--- src/rtl/mcps_pkg.sv ---
package mcps_pkg;
  localparam int CMD_W = 3;

  typedef enum logic [1:0] {
    ST_CFG = 2'b00,
    ST_RDY = 2'b01,
    ST_PAU = 2'b10,
    ST_LP  = 2'b11
  } mc_state_e;

  localparam logic [2:0] OP_GO    = 3'd1;
  localparam logic [2:0] OP_PAUSE = 3'd2;
  localparam logic [2:0] OP_CONF  = 3'd3;
  localparam logic [2:0] OP_SLEEP = 3'd4;
  localparam logic [2:0] OP_WAKE  = 3'd5;
endpackage

--- src/rtl/mcps_rst_sync.sv ---
module mcps_rst_sync #(
  parameter int STAGES = 2
) (
  input  logic clk,
  input  logic rst_n,
  output logic rst_s_n
);
  logic [STAGES-1:0] sh_q;

  always_ff @(posedge clk or negedge rst_n) begin
    if (!rst_n) sh_q <= '0;
    else        sh_q <= {sh_q[STAGES-2:0], 1'b1};
  end

  assign rst_s_n = sh_q[STAGES-1];
endmodule

--- src/rtl/mcps_cmd_decode.sv ---
module mcps_cmd_decode
  import mcps_pkg::*;
#(
  parameter int CMD_W = mcps_pkg::CMD_W
) (
  input  logic             cmd_valid,
  input  logic [CMD_W-1:0] cmd_code,
  input  mc_state_e        state,
  input  logic             hw_lp,
  input  logic             exit_pend,
  input  logic             sref_ack,
  output logic             do_go,
  output logic             do_pause,
  output logic             do_conf,
  output logic             do_sleep,
  output logic             do_wake
);
  localparam logic [CMD_W-1:0] C_GO    = CMD_W'(OP_GO);
  localparam logic [CMD_W-1:0] C_PAUSE = CMD_W'(OP_PAUSE);
  localparam logic [CMD_W-1:0] C_CONF  = CMD_W'(OP_CONF);
  localparam logic [CMD_W-1:0] C_SLEEP = CMD_W'(OP_SLEEP);
  localparam logic [CMD_W-1:0] C_WAKE  = CMD_W'(OP_WAKE);

  always_comb begin
    do_go    = 1'b0;
    do_pause = 1'b0;
    do_conf  = 1'b0;
    do_sleep = 1'b0;
    do_wake  = 1'b0;
    if (cmd_valid) begin
      unique case (state)
        ST_CFG: do_go = (cmd_code == C_GO);
        ST_RDY: do_pause = (cmd_code == C_PAUSE);
        ST_PAU: begin
          do_go    = (cmd_code == C_GO);
          do_conf  = (cmd_code == C_CONF);
          do_sleep = (cmd_code == C_SLEEP);
        end
        ST_LP:  do_wake = (cmd_code == C_WAKE) && !hw_lp && !exit_pend && sref_ack;
        default: ;
      endcase
    end
  end
endmodule

--- src/rtl/mcps_lp_hshake.sv ---
module mcps_lp_hshake
  import mcps_pkg::*;
(
  input  logic      clk,
  input  logic      rst_n,
  input  mc_state_e state,
  input  logic      hw_lp,
  input  logic      exit_pend,
  input  logic      sref_ack,
  input  logic      pwr_req,
  output logic      hw_enter,
  output logic      hw_leave,
  output logic      pwr_ack
);
  logic ack_d, ack_en, in_hw_lp;

  assign in_hw_lp = (state == ST_LP) && hw_lp;
  assign hw_enter = (state == ST_RDY) && !pwr_req;
  assign hw_leave = in_hw_lp && !exit_pend && sref_ack && pwr_req;

  always_comb begin
    ack_en = 1'b0;
    ack_d  = pwr_ack;
    if (in_hw_lp && !exit_pend && sref_ack && !pwr_req) begin
      ack_en = 1'b1;
      ack_d  = 1'b0;
    end else if (in_hw_lp && exit_pend && !sref_ack) begin
      ack_en = 1'b1;
      ack_d  = 1'b1;
    end
  end

  always_ff @(posedge clk or negedge rst_n) begin
    if (!rst_n)      pwr_ack <= 1'b1;
    else if (ack_en) pwr_ack <= ack_d;
  end
endmodule

--- src/rtl/mcps_fsm.sv ---
module mcps_fsm
  import mcps_pkg::*;
(
  input  logic      clk,
  input  logic      rst_n,
  input  logic      do_go,
  input  logic      do_pause,
  input  logic      do_conf,
  input  logic      do_sleep,
  input  logic      do_wake,
  input  logic      hw_enter,
  input  logic      hw_leave,
  input  logic      sref_ack,
  output mc_state_e state,
  output logic      hw_lp,
  output logic      exit_pend
);
  mc_state_e st_d;
  logic      hw_d, ex_d, upd;

  always_comb begin
    st_d = state;
    hw_d = hw_lp;
    ex_d = exit_pend;
    unique case (state)
      ST_CFG: if (do_go) st_d = ST_RDY;
      ST_RDY: begin
        if (hw_enter) begin
          st_d = ST_LP;
          hw_d = 1'b1;
        end else if (do_pause) begin
          st_d = ST_PAU;
        end
      end
      ST_PAU: begin
        if (do_go)        st_d = ST_RDY;
        else if (do_conf) st_d = ST_CFG;
        else if (do_sleep) begin
          st_d = ST_LP;
          hw_d = 1'b0;
        end
      end
      ST_LP: begin
        if (exit_pend && !sref_ack) begin
          st_d = hw_lp ? ST_RDY : ST_PAU;
          hw_d = 1'b0;
          ex_d = 1'b0;
        end else if (do_wake || hw_leave) begin
          ex_d = 1'b1;
        end
      end
      default: st_d = ST_CFG;
    endcase
  end

  assign upd = (st_d != state) || (hw_d != hw_lp) || (ex_d != exit_pend);

  always_ff @(posedge clk or negedge rst_n) begin
    if (!rst_n) begin
      state     <= ST_CFG;
      hw_lp     <= 1'b0;
      exit_pend <= 1'b0;
    end else if (upd) begin
      state     <= st_d;
      hw_lp     <= hw_d;
      exit_pend <= ex_d;
    end
  end
endmodule

--- src/rtl/mc_pwr_seq.sv ---
module mc_pwr_seq
  import mcps_pkg::*;
#(
  parameter int CMD_W = mcps_pkg::CMD_W
) (
  input  logic             clk,
  input  logic             rst_n,
  input  logic             cmd_valid,
  input  logic [CMD_W-1:0] cmd_code,
  output logic [1:0]       status,
  output logic             accept,
  input  logic             pwr_req,
  output logic             pwr_ack,
  output logic             pwr_active,
  output logic             sref_req,
  input  logic             sref_ack
);
  logic      rst_s_n;
  mc_state_e state;
  logic      hw_lp, exit_pend;
  logic      do_go, do_pause, do_conf, do_sleep, do_wake;
  logic      hw_enter, hw_leave;

  mcps_rst_sync #(.STAGES(2)) u_rst (
    .clk(clk), .rst_n(rst_n), .rst_s_n(rst_s_n)
  );

  mcps_cmd_decode #(.CMD_W(CMD_W)) u_dec (
    .cmd_valid(cmd_valid), .cmd_code(cmd_code), .state(state),
    .hw_lp(hw_lp), .exit_pend(exit_pend), .sref_ack(sref_ack),
    .do_go(do_go), .do_pause(do_pause), .do_conf(do_conf),
    .do_sleep(do_sleep), .do_wake(do_wake)
  );

  mcps_lp_hshake u_hs (
    .clk(clk), .rst_n(rst_s_n), .state(state), .hw_lp(hw_lp),
    .exit_pend(exit_pend), .sref_ack(sref_ack), .pwr_req(pwr_req),
    .hw_enter(hw_enter), .hw_leave(hw_leave), .pwr_ack(pwr_ack)
  );

  mcps_fsm u_fsm (
    .clk(clk), .rst_n(rst_s_n), .do_go(do_go), .do_pause(do_pause),
    .do_conf(do_conf), .do_sleep(do_sleep), .do_wake(do_wake),
    .hw_enter(hw_enter), .hw_leave(hw_leave), .sref_ack(sref_ack),
    .state(state), .hw_lp(hw_lp), .exit_pend(exit_pend)
  );

  assign status     = state;
  assign accept     = (state == ST_RDY);
  assign pwr_active = (state != ST_LP);
  assign sref_req   = (state == ST_LP) && !exit_pend;
endmodule

--- config.mk ---
export PLATFORM = sky130hd
export DESIGN_NAME = mc_pwr_seq
export DESIGN_NICKNAME = d
export VERILOG_FILES = /design/src/rtl/mcps_pkg.sv /design/src/rtl/mcps_rst_sync.sv /design/src/rtl/mcps_cmd_decode.sv /design/src/rtl/mcps_lp_hshake.sv /design/src/rtl/mcps_fsm.sv /design/src/rtl/mc_pwr_seq.sv
export SDC_FILE = /design/constraint.sdc
export NUM_CORES = 1
export LEC_CHECK = 0
export ABC_AREA = 1
export CORE_AREA = 2 2 39 41
export DETAILED_ROUTE_END_ITERATION = 7
export DIE_AREA = 0 0 41 43
export GPL_TIMING_DRIVEN = 1
export PLACE_DENSITY = 0.69
export SETUP_SLACK_MARGIN = 0.02
export SLEW_MARGIN = 10
export SYNTH_ARGS = -nofsm -noshare
export SYNTH_HDL_FRONTEND = slang
export SYNTH_SLANG_ARGS = --single-unit
--- constraint.sdc ---
create_clock -name clk -period 0.8 [get_ports clk]
set_input_delay 0.12 -clock clk [delete_from_list [all_inputs] [get_ports clk]]
set_output_delay 0.12 -clock clk [all_outputs]
set_load 0.03 [all_outputs]
==> summary.md, run 1 <==
| Metric | Value |
|---|---|
| Status | `finished, violations left` |
| Failing checks | `negative setup slack` |
| Hold slack final | `between 0.03 and 0.04 ns` |
| Critical path's largest stage delay | `0.43 ns` |
| Setup slack after layout | `-0.4106 ns` |
| Setup CP Type | `reg2out` |
| IO buf count | `13` |
| # DRC | `0` |
| Post-synthesis sequential area ratio | `0.4299` |
| Final Critical Period | `~1.2 ns` |
| M3 GR Usage | `0.01571` |
| Cell Chain, Critical Path | `nand2_4, buf_6, nor2_4, buf_6` |
| Initial DRC Count | `6` |
| Final Non-Filler Cells | `110` |
| Dpl ws | `-0.5056 ns` |
| Number of diodes | `0` |
| HPWL after detailed placement | `between 800 and 900 um` |
| GPL Wtd Cong | `around 0.73` |
| Max FO, Critical Path | `4` |
| Max Transition Viols Final | `0` |
| Area grow syn2layout | `101.5%` |
| Drt pass-1 iters | `4` |
| Synth Instances | `56` |
| Worst skew pair latency | `0.25 ns` |
| Clk buf depth | `2` |
| Clk Tree Root Cell | `clkbuf_4` |
| Routed vias | `slightly below 500` |
| TritonCTS Buffers | `3` |
| Fmax | `a little over 800 MHz` |
| DIE WIDTH | `about 41 um` |
| Max cap viols | `0` |
| Final setup fails | `11` |
| Utilization after layout | `0.5976` |
| Core Box Area | `~1400 um2` |
| Fin crit share | `1.513` |
| Drt total wl | `1172 um` |
| Layout cells sized above 1 | `0.5000` |
| GRT met2 Usage | `0.2313` |
| Lkg Pwr | `between 0.4 and 0.5 nW` |
| Largest net degree at the start of global routing | `9` |
| Top-Level Pins | `14` |
| Net Count, Synth | `64` |
| Setup Skew | `0.004330 ns` |
| Slowest CP cell | `dfrtp_2` |
| All-Layer GR Usage | `0.1587` |
| First-pass GRT wire length | `between 1500 and 2000 um` |
| CTS sink count | `7` |
| Vias in the first global route | `between 400 and 500` |
| CTS tree | `built` |
| Hold Vio Cnt, Final | `0` |
| Hold Path Class | `in2async` |
| Most used cell, CP | `buf_6` |
| Yosys reg bits | `7` |
| Antenna-violating nets left | `0` |
| WL/cell | `10.65 um` |
| Initial antenna violation count | `0` |
| Clock transition at path regs | `approximately 0.050 ns` |
| Yosys cell types | `14` |
| YS warnings | `0` |
| Initial Util | `0.2966` |
| Total gr overflow | `0` |
| VDD IR max | `approximately 1500 uV` |
| Total power | `between 2 and 3 mW` |
| Arr. time, crit path | `roughly 1.1 ns` |
| Fill cells | `130` |
| PwrDens | `around 3400 nW/um2` |
| Vias per cell | `~4.4` |
| Mean Syn Cell Area | `approximately 7.3 um2` |
| RSZ-0062 raised after global routing | `true` |
| WP data required | `between 0.6 and 0.7 ns` |
| Startpoint types | `register` |
| GR peak layer | `met2` |
| Met1 global-route usage | `0.2148` |
| Final nets | `slightly above 100` |
| Die height | `~43 um` |
| Die Footprint | `approximately 1800 um2` |
| DP Cell Count | `~100` |
| Cell area after synthesis | `around 410 um2` |
| H-tree levels | `1` |
| CP Capture Type | `primary output` |
| Row cnt | `14` |
## where the power goes
part           internal, mW  switching, mW
Clock                 0.189          0.118
Combinational         0.928          0.838
Sequential            0.513          0.196
## layout by cell type (no fill, tap or decap)
cell / netlist / final
buf_4: 0 / 15
buf_6: 0 / 12
inv_1: 11 / 9
nand2_1: 8 / 8
clkdlybuf4s50_1: 0 / 7
nand3_1: 9 / 5
nand4_1: 4 / 4
nand3_2: 0 / 4
dfrtp_1: 6 / 4
nor2_4: 1 / 3
nor2_1: 6 / 3
o21ai_0: 5 / 3
clkbuf_4: 0 / 3
o21ai_1: 0 / 2
nor3_2: 1 / 2
dfrtp_2: 0 / 2
nand2_4: 0 / 1
inv_2: 0 / 1
nor2_2: 0 / 1
inv_4: 0 / 1
a21oi_2: 1 / 1
clkbuf_1: 0 / 1
dfstp_2: 1 / 1
conb_1: 1 / 1
## layer usage
metal	routed length (um)	vias up
li1	-	257
met1	518	215
met2	573	14
met3	70	2
met4	10	0
met5	0	-
## per-stage QoR
step,area (um2),TNS (ns)
after detailed placement,683.2,-2.771
after CTS,815.8,-3.470
final,827.0,-3.382
after floorplan,420.4,-2.369
after global routing,827.0,-3.997
after global placement,683.2,-2.575
## logic make-up (layout without fill, tap and decap cells)
| logic type | after synthesis | in the layout | share of synthesized area |
|---|---|---|---|
| AND/OR/NAND/NOR | 31 | 31 | 0.3780 |
| buffers and inverters | 11 | 49 | 0.1006 |
| flip-flops | 7 | 7 | 0.4299 |
| AO/OA/AOI/OAI | 6 | 6 | 0.08231 |
| other | 1 | 1 | 0.009138 |
## critical path, delay by kind of cell, from the launching register on
family	cells	cell delay (ns)
simple gates	2	0.16
buf+inv	2	0.25
flops	1	0.43
## sequential cells by signal, indices dropped and copies added (netlist names)
name             count
u_hs.pwr_ack         1
u_fsm.exit_pend      1
u_fsm.hw_lp          1
u_rst.sh_q           2
u_fsm.state          2
## final cells by class
type	instances	area, um2	area share
clock buffer	4	26.28	0.03177
multi-input combinational	38	240.2	0.2905
timing repair buffer	34	317.8	0.3843
inverter	11	43.79	0.05295
sequential	7	178.9	0.2163
tap	16	20.02	0.02421
## repair_timing
| item | 4_1_cts | 5_1_grt |
|---|---|---|
| buffers inserted | 4 | 0 |
| resized for setup | 21 | 3 |
| pin swaps | 6 | 6 |
| endpoints found under the setup margin | 11 | 11 |
| hold buffers | 0 | 0 |
## synth_stat cells (all sizes together)
| master | number | area share |
|---|---|---|
| inv | 11 | 0.10 |
| nand2 | 9 | 0.088 |
| nand3 | 9 | 0.11 |
| nor2 | 7 | 0.082 |
| dfrtp | 6 | 0.37 |
| o21ai | 5 | 0.061 |
| nand4 | 4 | 0.061 |
| nor3 | 2 | 0.037 |
| a21oi | 1 | 0.021 |
| conb | 1 | 0.0091 |
| dfstp | 1 | 0.064 |
## worst paths after layout
kind                           startpoint              to  slack [ns]  cells past startpoint
max in group asynchronous   u_rst.sh_q[1]    u_hs.pwr_ack        0.47                      0
setup reg to reg           u_fsm.state[1]     u_fsm.hw_lp       -0.29                      6
hold reg to reg             u_rst.sh_q[1]  u_fsm.state[0]        0.08                      0
setup / recovery           u_fsm.state[1]        sref_req       -0.41                      4
min in group clk            u_rst.sh_q[0]   u_rst.sh_q[1]        0.35                      0
hold / removal                      rst_n   u_rst.sh_q[0]        0.03                      1
Power figures use the tool's default switching activity.
==> inputs of run 2 (changes only) <==
--- a/config.mk
+++ b/config.mk
@@ -10,7 +10,7 @@
 export DETAILED_ROUTE_END_ITERATION = 7
 export DIE_AREA = 0 0 41 43
 export GPL_TIMING_DRIVEN = 1
-export PLACE_DENSITY = 0.69
+export PLACE_DENSITY = 0.57
 export SETUP_SLACK_MARGIN = 0.02
 export SLEW_MARGIN = 10
 export SYNTH_ARGS = -nofsm -noshare
==> run 2 against run 1 <==
Net effect:
- the run still ends with negative setup slack left
- critical endpoint is now accept
- critical path depth unchanged
- via count up 1.4%
- global-route usage unchanged
- hold slack worse by 0.0069 ns
- clock power up 1%
- maximum frequency up 2.7%
- wire length up 1.0%
- die area unchanged
- total power down 2.4%
- sequential share of layout area up 0.62 points
- cell count unchanged
==> summary.md, run 2 (same netlist as run 1, synthesis figures left out) <==
| Metric | Value |
|---|---|
| WL/cell | `10.76 um` |
| Number of diodes | `0` |
| Largest net degree at the start of global routing | `9` |
| Failing checks | `negative setup slack` |
| Die height | `~43 um` |
| Post-DP Area | `668.1 um2` |
| CP Capture Type | `primary output` |
| DIE WIDTH | `between 40 and 50 um` |
| Startpoint types | `register` |
| Clock transition at path regs | `around 0.050 ns` |
| CTS tree | `built` |
| Fmax | `848.7 MHz` |
| Status | `finished, violations left` |
| Setup Skew | `around 0.0054 ns` |
| Setup CP Type | `reg2out` |
| Clk buf depth | `2` |
| Vias in the first global route | `498` |
| Setup slack after layout | `-0.3783 ns` |
| H-tree levels | `1` |
| Max FO, Critical Path | `3` |
| Hold Path Class | `in2async` |
| Worst setup path start | `u_fsm.state[0]` |
| CTS sink count | `7` |
| Utilization after layout | `0.5850` |
| Initial DRC Count | `7` |
| Clk Tree Root Cell | `clkbuf_4` |
| # DRC | `0` |
| Setup TNS | `-3.427 ns` |
| Core Box Area | `1384 um2` |
| Arr. time, crit path | `approximately 1.1 ns` |
| Design Area, Final | `809.5 um2` |
| All-Layer GR Usage | `0.1587` |
| Vias per cell | `between 4 and 5` |
| Fill cells | `133` |
| RSZ-0062 raised after global routing | `true` |
| Lkg Pwr | `0.3983 nW` |
| Fin crit share | `1.473` |
| Final nets | `103` |
| Layout cells sized above 1 | `0.5106` |
| Top Registers | `u_fsm.state x2, u_rst.sh_q x2` |
| Area grow syn2layout | `97.26%` |
| GPL Wtd Cong | `between 0.7 and 0.8` |
| Hold Buf Count CTS | `0` |
| Hold Vio Cnt, Final | `0` |
| IO buf count | `13` |
| Final setup fails | `11` |
| Total power | `2.715 mW` |
| R2R Path Start | `u_fsm.state[1]` |
| Drt pass-1 iters | `4` |
| Initial Util | `0.2966` |
| WP data required | `just under 0.7 ns` |
| Antenna-violating nets left | `0` |
| Initial antenna violation count | `0` |
| HPWL after detailed placement | `approximately 800 um` |
| Total gr overflow | `0` |
| PwrDens | `3354 nW/um2` |
| Top-Level Pins | `14` |
| Commonest non-fill, non-tap cell in the layout | `buf_4` |
| Max cap viols | `0` |
| First-pass GRT wire length | `1904 um` |
| Max Transition Viols Final | `0` |
| Routed vias | `just under 500` |
| VDD IR max | `around 1700 uV` |
| Worst skew pair latency | `about 0.25 ns` |
| Die Footprint | `approximately 1800 um2` |
| Row cnt | `14` |
| TritonCTS Buffers | `3` |
| Final Critical Period | `about 1.2 ns` |
| Drt total wl | `~1200 um` |
| Commonest cells after routing, fill and taps aside | `buf_4, inv_1, nand2_1, buf_6` |
| Hold slack final | `about 0.026 ns` |
-- run 2: cell count changes in the layout (fill, tap and decap cells not counted), moves of 2 or more --
cell     change
buf_4        +4
buf_6        -4
nand3_1      +2
nand3_2      -2
o21ai_2      +2
-- run 2: where the power goes --
part           internal (mW)  switching, mW
combinational          0.868          0.829
clock                  0.190          0.122
sequential             0.517          0.189
-- run 2: layout make-up --
class                   instances  area, um2  share of cell area
repair buffers                 34      302.8              0.3740
multi-input cells              38      239.0              0.2952
flip-flops and latches          7      180.2              0.2226
inverters                      11      41.29             0.05100
clock buffers                   4      26.28             0.03246
well taps                      16      20.02             0.02473
-- run 2: critical path, stage by stage (launching register included) --
cell     delay, ns
dfrtp_2       0.43
inv_2         0.09
nor2_4        0.05
buf_6         0.11
buf_6         0.13
-- run 2: final timing paths --
| path | end | slack (ns) | cells after the start |
|---|---|---|---|
| min | u_rst.sh_q[1] | 0.03 | 1 |
| min reg2reg | u_fsm.hw_lp | 0.07 | 0 |
| min in group clk | u_rst.sh_q[1] | 0.35 | 0 |
| max reg2reg | u_fsm.exit_pend | -0.35 | 7 |
| max in group asynchronous | u_hs.pwr_ack | 0.48 | 0 |
| max | accept | -0.38 | 4 |
-- run 2: repair_timing --
| action | in CTS | in global routing |
|---|---|---|
| buffers inserted | 6 | 0 |
| endpoints found under the setup margin | 11 | 11 |
| endpoints found under the hold margin | 0 | 0 |
| resized for setup | 17 | 4 |
| pin swaps | 4 | 4 |
-- run 2: per-layer routing --
layer  routed length (um)  global-route usage  up-vias
met5                    0                   0        -
li1                     -                   -      257
met3                   43             0.03141        2
met4                   18             0.06000        0
met2                  605              0.2594       12
met1                  517              0.1946      224
-- run 2: through the flow --
stage          worst slack, ns  std cells
2_1_floorplan          -0.4666         56
3_3_place_gp           -0.4916        100
3_5_place_dp           -0.5112        100
4_1_cts                -0.3768        110
5_1_grt                -0.4201        110
6_report               -0.3783        110
==> inputs of run 3 (changes only) <==
--- a/config.mk
+++ b/config.mk
@@ -10,7 +10,7 @@
 export DETAILED_ROUTE_END_ITERATION = 7
 export DIE_AREA = 0 0 41 43
 export GPL_TIMING_DRIVEN = 1
-export PLACE_DENSITY = 0.57
+export PLACE_DENSITY = 0.55
 export SETUP_SLACK_MARGIN = 0.02
 export SLEW_MARGIN = 10
 export SYNTH_ARGS = -nofsm -noshare
==> constraint.sdc (replaced) <==
create_clock -name clk -period 1.4 [get_ports clk]
set_input_delay 0.21 -clock clk [delete_from_list [all_inputs] [get_ports clk]]
set_output_delay 0.21 -clock clk [all_outputs]
set_load 0.03 [all_outputs]
==> run 3 against run 2 <==
Net effect:
- the run now ends clean
- core utilization shrank 15 points
- first-iteration DRC count up 14%
- largest power group unchanged
- non-clock buffer count fell by 18
- clock skew down 0.0019 ns
- critical endpoint is now sref_req
- total power down 59%
==> summary.md, run 3 (same netlist as run 1, synthesis figures left out) <==
| Metric | Value |
|---|---|
| Lkg Pwr | `~0.30 nW` |
| Initial Util | `0.2966` |
| Commonest non-fill, non-tap cell in the layout | `inv_1` |
| Initial DRC Count | `8` |
| CP Capture Type | `primary output` |
| Drt pass-1 iters | `4` |
| GRT met2 Usage | `0.1469` |
| VDD IR max | `877.2 uV` |
| Core Box Area | `1384 um2` |
| Die height | `around 43 um` |
| Hold Vio Cnt, Final | `0` |
| Max Transition Viols Final | `0` |
| WL/cell | `8.957 um` |
| Total power | `approximately 1.1 mW` |
| Largest net degree at the start of global routing | `9` |
| Arr. time, crit path | `between 1 and 1.5 ns` |
| GPL Wtd Cong | `~0.7` |
| Initial antenna violation count | `0` |
| Design Area, Final | `about 600 um2` |
| Postcts setup bufs | `0` |
| Top Registers | `u_fsm.state x2, u_rst.sh_q x2` |
| H-tree levels | `1` |
| Vias per cell | `around 4.4` |
| CTS sink count | `7` |
| Worst skew pair latency | `0.24 ns` |
| Routed vias | `roughly 400` |
| Met1 global-route usage | `0.1633` |
| Fmax | `around 780 MHz` |
| TritonCTS Buffers | `3` |
| DIE WIDTH | `41 um` |
| Clk Tree Root Cell | `clkbuf_4` |
| Final setup fails | `0` |
| GR peak layer | `met1` |
| Final Critical Period | `1.280 ns` |
| HPWL after detailed placement | `around 680 um` |
| Status | `finished, final reports clean` |
| Max FO, Critical Path | `5` |
| Startpoint types | `register` |
| Area grow syn2layout | `46.34%` |
| WP data required | `roughly 1.2 ns` |
| Vias in the first global route | `approximately 350` |
| Final nets | `between 80 and 90` |
| Die Footprint | `1763 um2` |
| Number of diodes | `0` |
| Clk buf depth | `2` |
| M3 GR Usage | `0.01571` |
| Setup CP Type | `reg2out` |
| CTS tree | `built` |
| PwrDens | `roughly 1900 nW/um2` |
| Clock transition at path regs | `0.05 ns` |
| Setup Skew | `0.003459 ns` |
| IO buf count | `13` |
| RSZ-0062 raised after global routing | `false` |
| Drt total wl | `824 um` |
| Layout cells sized above 1 | `0.2237` |
| All-Layer GR Usage | `0.1157` |
| # DRC | `0` |
| Fin crit share | `0.9142` |
| Hold slack final | `approximately 0.067 ns` |
| Commonest cells after routing, fill and taps aside | `inv_1, nand3_1, nand2_1, clkdlybuf4s50_1, buf_4` |
| Total gr overflow | `0` |
| Hold Path Class | `reg2async` |
| Post-DP Area | `between 500 and 600 um2` |
| First-pass GRT wire length | `about 1400 um` |
| Top-Level Pins | `14` |
| Antenna-violating nets left | `0` |
| Max cap viols | `0` |
| Row cnt | `14` |
run 3: worst max-delay path, cell delays in order (launching register included):
cell,delay [ns]
dfrtp_1,0.36
buf_4,0.15
nand2_2,0.11
nor2_2,0.04
buf_4,0.16
run 3: stage by stage:
stage	util	instances	setup slack (ns)	TNS (ns)
after floorplan	-	56	0.02755	0
final	0.4340	92	0.1201	0
after global routing	0.4340	92	0.06393	0
after CTS	0.4340	92	0.09832	0
after detailed placement	0.4168	88	-0.01488	-0.01488
after global placement	0.4168	88	0.01441	0
run 3: final cells by class:
type                            instances  area [um2]
Inverter                               11       41.29
Fill cell                             144       783.3
Sequential cell                         7       177.7
Timing Repair Buffer                   16       140.1
Clock buffer                            4       26.28
Tap cell                               16       20.02
Multi-Input combinational cell         38       195.2
run 3: worst paths after layout:
path | start | to | slack, ns | depth (start not counted)
min reg2reg | u_rst.sh_q[1] | u_fsm.hw_lp | 0.07 | 0
max reg2reg | u_fsm.state[1] | u_fsm.state[0] | 0.25 | 5
min | u_rst.sh_q[1] | u_fsm.hw_lp | 0.07 | 0
max in group asynchronous | u_rst.sh_q[1] | u_hs.pwr_ack | 1.09 | 0
min in group clk | u_rst.sh_q[0] | u_rst.sh_q[1] | 0.35 | 0
max | u_fsm.state[1] | sref_req | 0.12 | 4
run 3: where the power goes:
part           switching, mW  internal, mW
clock network         0.0649         0.108
registers             0.0717         0.290
logic                  0.368         0.217
total                  0.504         0.615
run 3: layer usage:
metal,part of all wire,wire [um],vias up
li1,-,-,220
met1,0.44,363,182
met2,0.52,425,6
met3,0.042,35,0
met4,0,0,0
met5,0,0,-
run 3: what timing repair did:
item	CTS	global route
setup endpoints to repair	2	0
hold buffers	0	0
gates resized for setup	2	0
